`config.mk`:
```
export PLATFORM = sky130hd
export DESIGN_NAME = bscan_sig_ctl
export DESIGN_NICKNAME = d
export VERILOG_FILES = /design/src/rtl/bscan_pkg.sv /design/src/rtl/bscan_tap.sv /design/src/rtl/bscan_ir.sv /design/src/rtl/bscan_bsr.sv /design/src/rtl/bscan_sig_ctl.sv
export SDC_FILE = /design/constraint.sdc
export NUM_CORES = 1
export LEC_CHECK = 0
export BUFFER_PORTS_ARGS = -buffer_cell sky130_fd_sc_hd__buf_2
export CORE_AREA = 8 8 107 119
export CTS_BUF_LIST = sky130_fd_sc_hd__clkbuf_16
export CTS_CLUSTER_SIZE = 8
export DETAILED_ROUTE_END_ITERATION = 10
export DIE_AREA = 0 0 115 127
export GPL_TIMING_DRIVEN = 0
export SLEW_MARGIN = 20
export SYNTH_ARGS = -nofsm -noshare
export SYNTH_HDL_FRONTEND = slang
export SYNTH_SLANG_ARGS = --single-unit
export TNS_END_PERCENT = 50
```
`constraint.sdc`:
```
create_clock -name tck -period 6.9 [get_ports tck]
set_clock_uncertainty 0.2 [all_clocks]
set_input_delay 1.035 -clock tck [delete_from_list [all_inputs] [get_ports tck]]
set_output_delay 1.035 -clock tck [all_outputs]
set_load 0.1 [all_outputs]
```
`src/rtl/bscan_pkg.sv`:
```
package bscan_pkg;

   localparam int unsigned IR_W = 8;

   typedef enum logic [3:0] {
      TS_RESET, TS_IDLE,
      TS_SEL_DR, TS_CAP_DR, TS_SH_DR, TS_EX1_DR, TS_PAUSE_DR, TS_EX2_DR, TS_UPD_DR,
      TS_SEL_IR, TS_CAP_IR, TS_SH_IR, TS_EX1_IR, TS_PAUSE_IR, TS_EX2_IR, TS_UPD_IR
   } tap_st_t;

   typedef enum logic [3:0] {
      MD_EXTEST, MD_BYPASS, MD_SAMPLE, MD_IDCODE, MD_CLAMP,
      MD_HIGHZ, MD_PSA, MD_PRPG, MD_PSACNT, MD_TOGGLE
   } mode_t;

   localparam logic [IR_W-1:0] OP_EXTEST  = 8'h00;
   localparam logic [IR_W-1:0] OP_BYPASS  = 8'hFF;
   localparam logic [IR_W-1:0] OP_SAMPLE  = 8'h82;
   localparam logic [IR_W-1:0] OP_IDCODE  = 8'h84;
   localparam logic [IR_W-1:0] OP_CLAMP   = 8'h87;
   localparam logic [IR_W-1:0] OP_HIGHZ   = 8'h88;
   localparam logic [IR_W-1:0] OP_PSA     = 8'h8B;
   localparam logic [IR_W-1:0] OP_PRPG    = 8'h8D;
   localparam logic [IR_W-1:0] OP_PSACNT  = 8'h8E;
   localparam logic [IR_W-1:0] OP_TOGGLE  = 8'h90;
   localparam logic [IR_W-1:0] IR_CAPTURE = 8'h01;

   // odd parity or unknown code falls back to bypass
   function automatic mode_t decode_op(input logic [IR_W-1:0] op);
      mode_t m;
      m = MD_BYPASS;
      if (^op == 1'b0) begin
         case (op)
            OP_EXTEST: m = MD_EXTEST;
            OP_SAMPLE: m = MD_SAMPLE;
            OP_IDCODE: m = MD_IDCODE;
            OP_CLAMP:  m = MD_CLAMP;
            OP_HIGHZ:  m = MD_HIGHZ;
            OP_PSA:    m = MD_PSA;
            OP_PRPG:   m = MD_PRPG;
            OP_PSACNT: m = MD_PSACNT;
            OP_TOGGLE: m = MD_TOGGLE;
            default:   m = MD_BYPASS;
         endcase
      end
      return m;
   endfunction

   function automatic logic owns_pins(input mode_t m);
      return (m == MD_EXTEST) || (m == MD_CLAMP) || (m == MD_HIGHZ) ||
             (m == MD_PSA) || (m == MD_PRPG) || (m == MD_PSACNT) || (m == MD_TOGGLE);
   endfunction

   function automatic logic uses_bsr(input mode_t m);
      return (m == MD_EXTEST) || (m == MD_SAMPLE) || (m == MD_PSA) ||
             (m == MD_PRPG) || (m == MD_PSACNT) || (m == MD_TOGGLE);
   endfunction

   function automatic logic self_running(input mode_t m);
      return (m == MD_PSA) || (m == MD_PRPG) || (m == MD_PSACNT) || (m == MD_TOGGLE);
   endfunction

endpackage

```
`src/rtl/bscan_tap.sv`:
```
module bscan_tap
   import bscan_pkg::*;
(
   input  logic    tck,
   input  logic    por_n,
   input  logic    tms,
   output tap_st_t state
);

   tap_st_t nxt;

   always_comb begin
      case (state)
         TS_RESET:    nxt = tms ? TS_RESET   : TS_IDLE;
         TS_IDLE:     nxt = tms ? TS_SEL_DR  : TS_IDLE;
         TS_SEL_DR:   nxt = tms ? TS_SEL_IR  : TS_CAP_DR;
         TS_CAP_DR:   nxt = tms ? TS_EX1_DR  : TS_SH_DR;
         TS_SH_DR:    nxt = tms ? TS_EX1_DR  : TS_SH_DR;
         TS_EX1_DR:   nxt = tms ? TS_UPD_DR  : TS_PAUSE_DR;
         TS_PAUSE_DR: nxt = tms ? TS_EX2_DR  : TS_PAUSE_DR;
         TS_EX2_DR:   nxt = tms ? TS_UPD_DR  : TS_SH_DR;
         TS_UPD_DR:   nxt = tms ? TS_SEL_DR  : TS_IDLE;
         TS_SEL_IR:   nxt = tms ? TS_RESET   : TS_CAP_IR;
         TS_CAP_IR:   nxt = tms ? TS_EX1_IR  : TS_SH_IR;
         TS_SH_IR:    nxt = tms ? TS_EX1_IR  : TS_SH_IR;
         TS_EX1_IR:   nxt = tms ? TS_UPD_IR  : TS_PAUSE_IR;
         TS_PAUSE_IR: nxt = tms ? TS_EX2_IR  : TS_PAUSE_IR;
         TS_EX2_IR:   nxt = tms ? TS_UPD_IR  : TS_SH_IR;
         TS_UPD_IR:   nxt = tms ? TS_SEL_DR  : TS_IDLE;
         default:     nxt = TS_RESET;
      endcase
   end

   always_ff @(posedge tck or negedge por_n) begin
      if (!por_n) state <= TS_RESET;
      else        state <= nxt;
   end

   // run of consecutive TMS-high edges, saturating at five
   logic [2:0] hi_run;
   always_ff @(posedge tck or negedge por_n) begin
      if (!por_n)                hi_run <= 3'd0;
      else if (!tms)             hi_run <= 3'd0;
      else if (hi_run != 3'd5)   hi_run <= hi_run + 3'd1;
   end


   tlr_after_five_chk: assert property (@(posedge tck) disable iff (!por_n)
      (hi_run == 3'd5) |-> (state == TS_RESET));

endmodule

```
`src/rtl/bscan_ir.sv`:
```
module bscan_ir
   import bscan_pkg::*;
(
   input  logic    tck,
   input  logic    por_n,
   input  tap_st_t state,
   input  logic    tdi,
   output logic    ir_lsb,
   output mode_t   mode
);

   logic [IR_W-1:0] ir_sr;

   always_ff @(posedge tck or negedge por_n) begin
      if (!por_n) begin
         ir_sr <= '0;
         mode  <= MD_IDCODE;
      end else begin
         case (state)
            TS_RESET:  mode  <= MD_IDCODE;
            TS_CAP_IR: ir_sr <= IR_CAPTURE;
            TS_SH_IR:  ir_sr <= {tdi, ir_sr[IR_W-1:1]};
            TS_UPD_IR: mode  <= decode_op(ir_sr);
            default: ;
         endcase
      end
   end

   assign ir_lsb = ir_sr[0];


   odd_parity_bypass_chk: assert property (@(posedge tck) disable iff (!por_n)
      (state == TS_UPD_IR && (^ir_sr)) |=> (mode == MD_BYPASS));


   reset_selects_id_chk: assert property (@(posedge tck) disable iff (!por_n)
      (state == TS_RESET) |=> (mode == MD_IDCODE));

endmodule

```
`src/rtl/bscan_bsr.sv`:
```
module bscan_bsr
   import bscan_pkg::*;
#(
   parameter int unsigned    NI       = 8,
   parameter int unsigned    NO       = 8,
   parameter logic [NI-1:0]  TAPS_IN  = 'hB8,
   parameter logic [NO-1:0]  TAPS_OUT = 'hB8
) (
   input  logic            tck,
   input  logic            por_n,
   input  tap_st_t         state,
   input  mode_t           mode,
   input  logic            tdi,
   input  logic [NI-1:0]   sys_in,
   input  logic [NO-1:0]   core_out,
   output logic            sr_lsb,
   output logic [NI+NO-1:0] upd_q
);

   localparam int unsigned W = NI + NO;

   logic [W-1:0] sr_q;
   logic [W-1:0] cap_v;
   logic [W-1:0] nxt_v;
   logic         sel;
   logic         hold_cap;

   assign sel      = uses_bsr(mode);
   assign hold_cap = self_running(mode);

   // one cell per pin: input cells low, output cells high
   for (genvar k = 0; k < NI; k++) begin : g_in_cell
      assign cap_v[k] = sys_in[k];
   end
   for (genvar j = 0; j < NO; j++) begin : g_out_cell
      assign cap_v[NI+j] = core_out[j];
   end

   function automatic logic [NI-1:0] step_in(input logic [NI-1:0] s);
      return (s >> 1) ^ (s[0] ? TAPS_IN : '0);
   endfunction

   function automatic logic [NO-1:0] step_out(input logic [NO-1:0] s);
      return (s >> 1) ^ (s[0] ? TAPS_OUT : '0);
   endfunction

   logic [NI-1:0] sr_in;
   logic [NO-1:0] sr_out;
   assign sr_in  = sr_q[NI-1:0];
   assign sr_out = sr_q[W-1:NI];

   always_comb begin
      case (mode)
         MD_PSA:    nxt_v = {sr_out, step_in(sr_in) ^ sys_in};
         MD_PSACNT: nxt_v = {sr_out + 1'b1, step_in(sr_in) ^ sys_in};
         MD_PRPG:   nxt_v = {step_out(sr_out), sr_in};
         MD_TOGGLE: nxt_v = {~sr_out, sys_in};
         default:   nxt_v = sr_q;
      endcase
   end

   always_ff @(posedge tck or negedge por_n) begin
      if (!por_n) begin
         sr_q  <= '0;
         upd_q <= '0;
      end else begin
         case (state)
            TS_RESET: begin
               sr_q  <= '0;
               upd_q <= '0;
            end
            TS_CAP_DR: if (sel && !hold_cap) sr_q <= cap_v;
            TS_SH_DR:  if (sel) sr_q <= {tdi, sr_q[W-1:1]};
            TS_UPD_DR: if (sel) begin
               sr_q  <= nxt_v;
               upd_q <= nxt_v;
            end
            default: ;
         endcase
      end
   end

   assign sr_lsb = sr_q[0];


   sample_capture_chk: assert property (@(posedge tck) disable iff (!por_n)
      (state == TS_CAP_DR && mode == MD_SAMPLE) |=> (sr_q == $past({core_out, sys_in})));


   prpg_nonzero_chk: assert property (@(posedge tck) disable iff (!por_n)
      (state == TS_UPD_DR && mode == MD_PRPG && sr_out != '0) |=> (upd_q[W-1:NI] != '0));


   count_step_chk: assert property (@(posedge tck) disable iff (!por_n)
      (state == TS_UPD_DR && mode == MD_PSACNT) |=> (upd_q[W-1:NI] == NO'($past(sr_out) + 1'b1)));


   toggle_invert_chk: assert property (@(posedge tck) disable iff (!por_n)
      (state == TS_UPD_DR && mode == MD_TOGGLE) |=> (upd_q[W-1:NI] == ~$past(sr_out)));

endmodule

```
`src/rtl/bscan_sig_ctl.sv`:
```
module bscan_sig_ctl
   import bscan_pkg::*;
#(
   parameter int unsigned    NI       = 8,
   parameter int unsigned    NO       = 8,
   parameter logic [NI-1:0]  TAPS_IN  = 'hB8,
   parameter logic [NO-1:0]  TAPS_OUT = 'hB8,
   parameter logic [31:0]    ID_VALUE = 32'h4B17_A0C3
) (
   input  logic          por_n,
   input  logic          tck,
   input  logic          tms,
   input  logic          tdi,
   output logic          tdo,
   input  logic [NI-1:0] sys_in,
   output logic [NI-1:0] core_in,
   input  logic [NO-1:0] core_out,
   input  logic          core_oe,
   output logic [NO-1:0] pin_out,
   output logic          pin_oe
);

   localparam int unsigned ID_W = 32;
   localparam int unsigned W    = NI + NO;

   if (NI < 2 || NO < 2) begin : g_bad_width
      $error("boundary cell counts must be at least 2");
   end
   if (ID_VALUE[0] != 1'b1) begin : g_bad_id
      $error("identification value must end in 1");
   end
   if (TAPS_IN[NI-1] != 1'b1 || TAPS_OUT[NO-1] != 1'b1) begin : g_bad_taps
      $error("feedback masks need their top bit set");
   end

   tap_st_t      state;
   mode_t        mode;
   logic         ir_lsb;
   logic         bsr_lsb;
   logic [W-1:0] upd_q;

   bscan_tap u_tap (
      .tck   (tck),
      .por_n (por_n),
      .tms   (tms),
      .state (state)
   );

   bscan_ir u_ir (
      .tck    (tck),
      .por_n  (por_n),
      .state  (state),
      .tdi    (tdi),
      .ir_lsb (ir_lsb),
      .mode   (mode)
   );

   bscan_bsr #(
      .NI       (NI),
      .NO       (NO),
      .TAPS_IN  (TAPS_IN),
      .TAPS_OUT (TAPS_OUT)
   ) u_bsr (
      .tck      (tck),
      .por_n    (por_n),
      .state    (state),
      .mode     (mode),
      .tdi      (tdi),
      .sys_in   (sys_in),
      .core_out (core_out),
      .sr_lsb   (bsr_lsb),
      .upd_q    (upd_q)
   );

   // identification and bypass paths
   logic [ID_W-1:0] id_sr;
   logic            byp_q;

   always_ff @(posedge tck or negedge por_n) begin
      if (!por_n) begin
         id_sr <= '0;
         byp_q <= 1'b0;
      end else begin
         case (state)
            TS_CAP_DR: begin
               id_sr <= ID_VALUE;
               byp_q <= 1'b0;
            end
            TS_SH_DR: begin
               id_sr <= {tdi, id_sr[ID_W-1:1]};
               byp_q <= tdi;
            end
            default: ;
         endcase
      end
   end

   logic dr_lsb;
   always_comb begin
      if (uses_bsr(mode))        dr_lsb = bsr_lsb;
      else if (mode == MD_IDCODE) dr_lsb = id_sr[0];
      else                        dr_lsb = byp_q;
   end

   always_ff @(negedge tck or negedge por_n) begin
      if (!por_n)                 tdo <= 1'b0;
      else if (state == TS_SH_DR) tdo <= dr_lsb;
      else if (state == TS_SH_IR) tdo <= ir_lsb;
      else                        tdo <= 1'b0;
   end

   // boundary takeover
   logic take;
   assign take    = owns_pins(mode);
   assign pin_out = take ? upd_q[W-1:NI] : core_out;
   assign pin_oe  = (mode == MD_HIGHZ) ? 1'b0 : (take ? 1'b1 : core_oe);
   assign core_in = take ? upd_q[NI-1:0] : sys_in;

endmodule

```
==> key figures <==
STA
  • Setup tns final: 0 ps
  • Worst slew pin tran: around 870 ps
  • Final Hold Viols: 0
  • Final worst slack: roughly 1100 ps
  • Rel. slew slack: 0.418
  • Unrepaired setup endpoints after global routing: no
  • Fin Hold WS: ~270 ps
  • Slew Limit Fails: 0
  • Final Setup Violations: 0

Global route
  • Grt total ovfl: 0
  • First-pass GRT wire length: between 20 and 25 mm
  • Largest net degree at the start of global routing: 58
  • Initial antenna violation count: 0
  • Total Routing Usage GR: 0.181
  • Vias in the first global route: roughly 4k

Setup path
  • Buffers & Inverters on Critical Path: 1
  • Crit end category: output pin
  • WS Path Type: flop to output pin
  • Max incr delay on CP: ~420 ps
  • CP Max Fanout: 1
  • Slowest stage cell, crit path: buf_2
  • Startpoint types: flop
  • Critical Path AT: 4590 ps
  • Critical-path cell list: buf_2
  • Top cell family by delay on the critical path: buffers and inverters
  • Req. time, crit path: between 5000 and 6000 ps

Floorplanning
  • Core Region: 0.0107 sq mm
  • Die Width: roughly 120 um
  • Num rows: 40
  • Die Ht: roughly 130 um
  • Starting density of the core: 0.448
  • Io pins: 39
  • Die Area: 0.0146 sq mm

Cells and area
  • Area of the multi-input gates: between 0.002 and 0.003 sq mm
  • Commonest non-fill, non-tap cell in the layout: dfrtp_1
  • Fin nets: approximately 620
  • Fin cells: between 700 and 800
  • Sequential Area: 0.00203 sq mm
  • Fillers: ~1.0k
  • Area Growth Syn to Fin: 14.7%
  • Ant. Diodes: 0
  • Layout cells sized above 1: 0.148
  • Commonest non-fill, non-tap cells in the layout: dfrtp_1, nand2_1, o21ai_0

Run status
  • Status: completed

Placed design
  • HPWL after DPL: 8.89 mm
  • RePlAce Congestion: a little under 0.9
  • I/O Buffers: 38
  • Pre-CTS setup slack: between 1000 and 1500 ps
  • Placed cell count: around 730

Clocking
  • Hold-fix buffers at CTS: 0
  • Clock Sink Count: between 80 and 90
  • Post-CTS resize count: 0
  • CTS clk-pin slew, worst paths: 60 ps
  • Clk root buf: clkbuf_16
  • Setup repair bufs after CTS: 0
  • Clk Latency, worst-skew pair: 350 ps
  • CTS Buf Count: 9
  • CTS tree: done
  • H-tree level count: 3
  • Clock buffer depth: 2

Routing
  • 1st-pass router iterations: 5
  • DR vias: roughly 4.2k
  • DRC: 0
  • DR iter-0 viols: 271
  • WL/cell: between 15 and 20 um
  • Via density: 5.63
  • WL final: roughly 12 mm
  • Antenna viol nets, final: 0

Logic synthesis
  • Ys flop type: dfrtp_1
  • Post-Syn Area per Cell: 8.90 sq um
  • Seq/Total Area, Yosys: 0.423
  • Syn nets: between 500 and 600
  • Synth Register Bits: 81
  • Cell count after synthesis: 540
  • Yosys synthesis warning count: 0
  • Async S/R FF share, synth: 1.00
  • Synth cell types: 57
  • Post-synth EDFFs: 0
  • Mapped Area: 0.00480 sq mm

Power and ir drop
  • Leak Pwr: 2.37 nW
  • Total power: 0.00176 W
  • Pwr/cell area: between 300 and 400 mW/mm^2
  • VDD IR-drop max: 0.150 mV

Min path
  • Hold crit path type: flop to flop

Flow run
  • Maxcap violations: 0
metal layers:
metal	up-vias	wire (um)	global-route usage
li1	2047	-	-
met1	2026	5730	0.230
met2	91	5910	0.296
met3	11	589	0.0405
met4	0	140	0.0565
met5	-	0	0
cell families after synthesis:
logic type,count (synthesis),synth area share
AND/OR/NAND/NOR,175,0.164
flip-flops,81,0.423
AO/OA/AOI/OAI,174,0.250
XOR/XNOR,19,0.0346
buffers and inverters,59,0.0513
multiplexers,19,0.0440
adder cells (fa/ha/maj),13,0.0339
flip-flops by register name, summed over array words and instances (netlist names):
| signal | count |
|---|---|
| id_sr | 32 |
| tdo | 1 |
| u_bsr.sr_q | 16 |
| u_bsr.upd_q | 16 |
| u_ir.ir_sr | 8 |
| u_ir.mode | 4 |
| u_tap.state | 4 |
where the power goes:
group / internal, W / leakage [nW] / total [W] / switching, W
Clock: 0.000284 / 0.144 / 0.000493 / 0.000209
Sequential: 0.000584 / 1.07 / 0.000643 / 0.0000592
Combinational: 0.000207 / 1.15 / 0.000627 / 0.000420
cell usage after synthesis, types with 12 or more instances:
cell	number	area (sq um)
mux2_2	17	191
a21o_1	13	97.6
clkbuf_1	33	124
o21ai_0	49	245
nand3_1	14	70.1
xnor2_1	17	149
a22o_1	17	149
a221o_1	14	140
nand2_1	77	289
ha_1	13	163
a21oi_1	27	135
dfrtp_1	78	1950
nor2_1	43	161
inv_1	12	45.0
metrics by stage:
step	utilization	instance area, sq um
floorplan	-	4800
global placement	0.483	5180
detailed placement	0.486	5210
CTS	0.514	5510
global route	0.514	5510
finish	0.514	5510
cell type report:
class                           instances  area share
Multi-Input combinational cell        400       0.459
Clock buffer                            9      0.0409
Sequential cell                        81       0.368
Timing Repair Buffer                   39      0.0400
Buffer                                 45      0.0352
Inverter                               14     0.00954
Clock inverter                          7      0.0139
Tap cell                              147      0.0334
final timing paths:
check / to / cells past startpoint / slack, ps / start
worst max-delay path: tdo / 1 / 1070 / tdo$_DFF_NN0_
worst min-delay path: u_bsr.upd_q[9]$_DFFE_PN0P_ / 1 / 270 / u_bsr.upd_q[9]$_DFFE_PN0P_
worst max register to register: tdo$_DFF_NN0_ / 8 / 1200 / u_tap.state[0]$_DFF_PN0_
worst min register to register: u_bsr.upd_q[9]$_DFFE_PN0P_ / 1 / 270 / u_bsr.upd_q[9]$_DFFE_PN0P_
max in group asynchronous: tdo$_DFF_NN0_ / 1 / 2460 / por_n
min in group asynchronous: u_bsr.sr_q[11]$_DFFE_PN0P_ / 1 / 400 / por_n
Note: power is estimated with default switching activity, not from simulation.
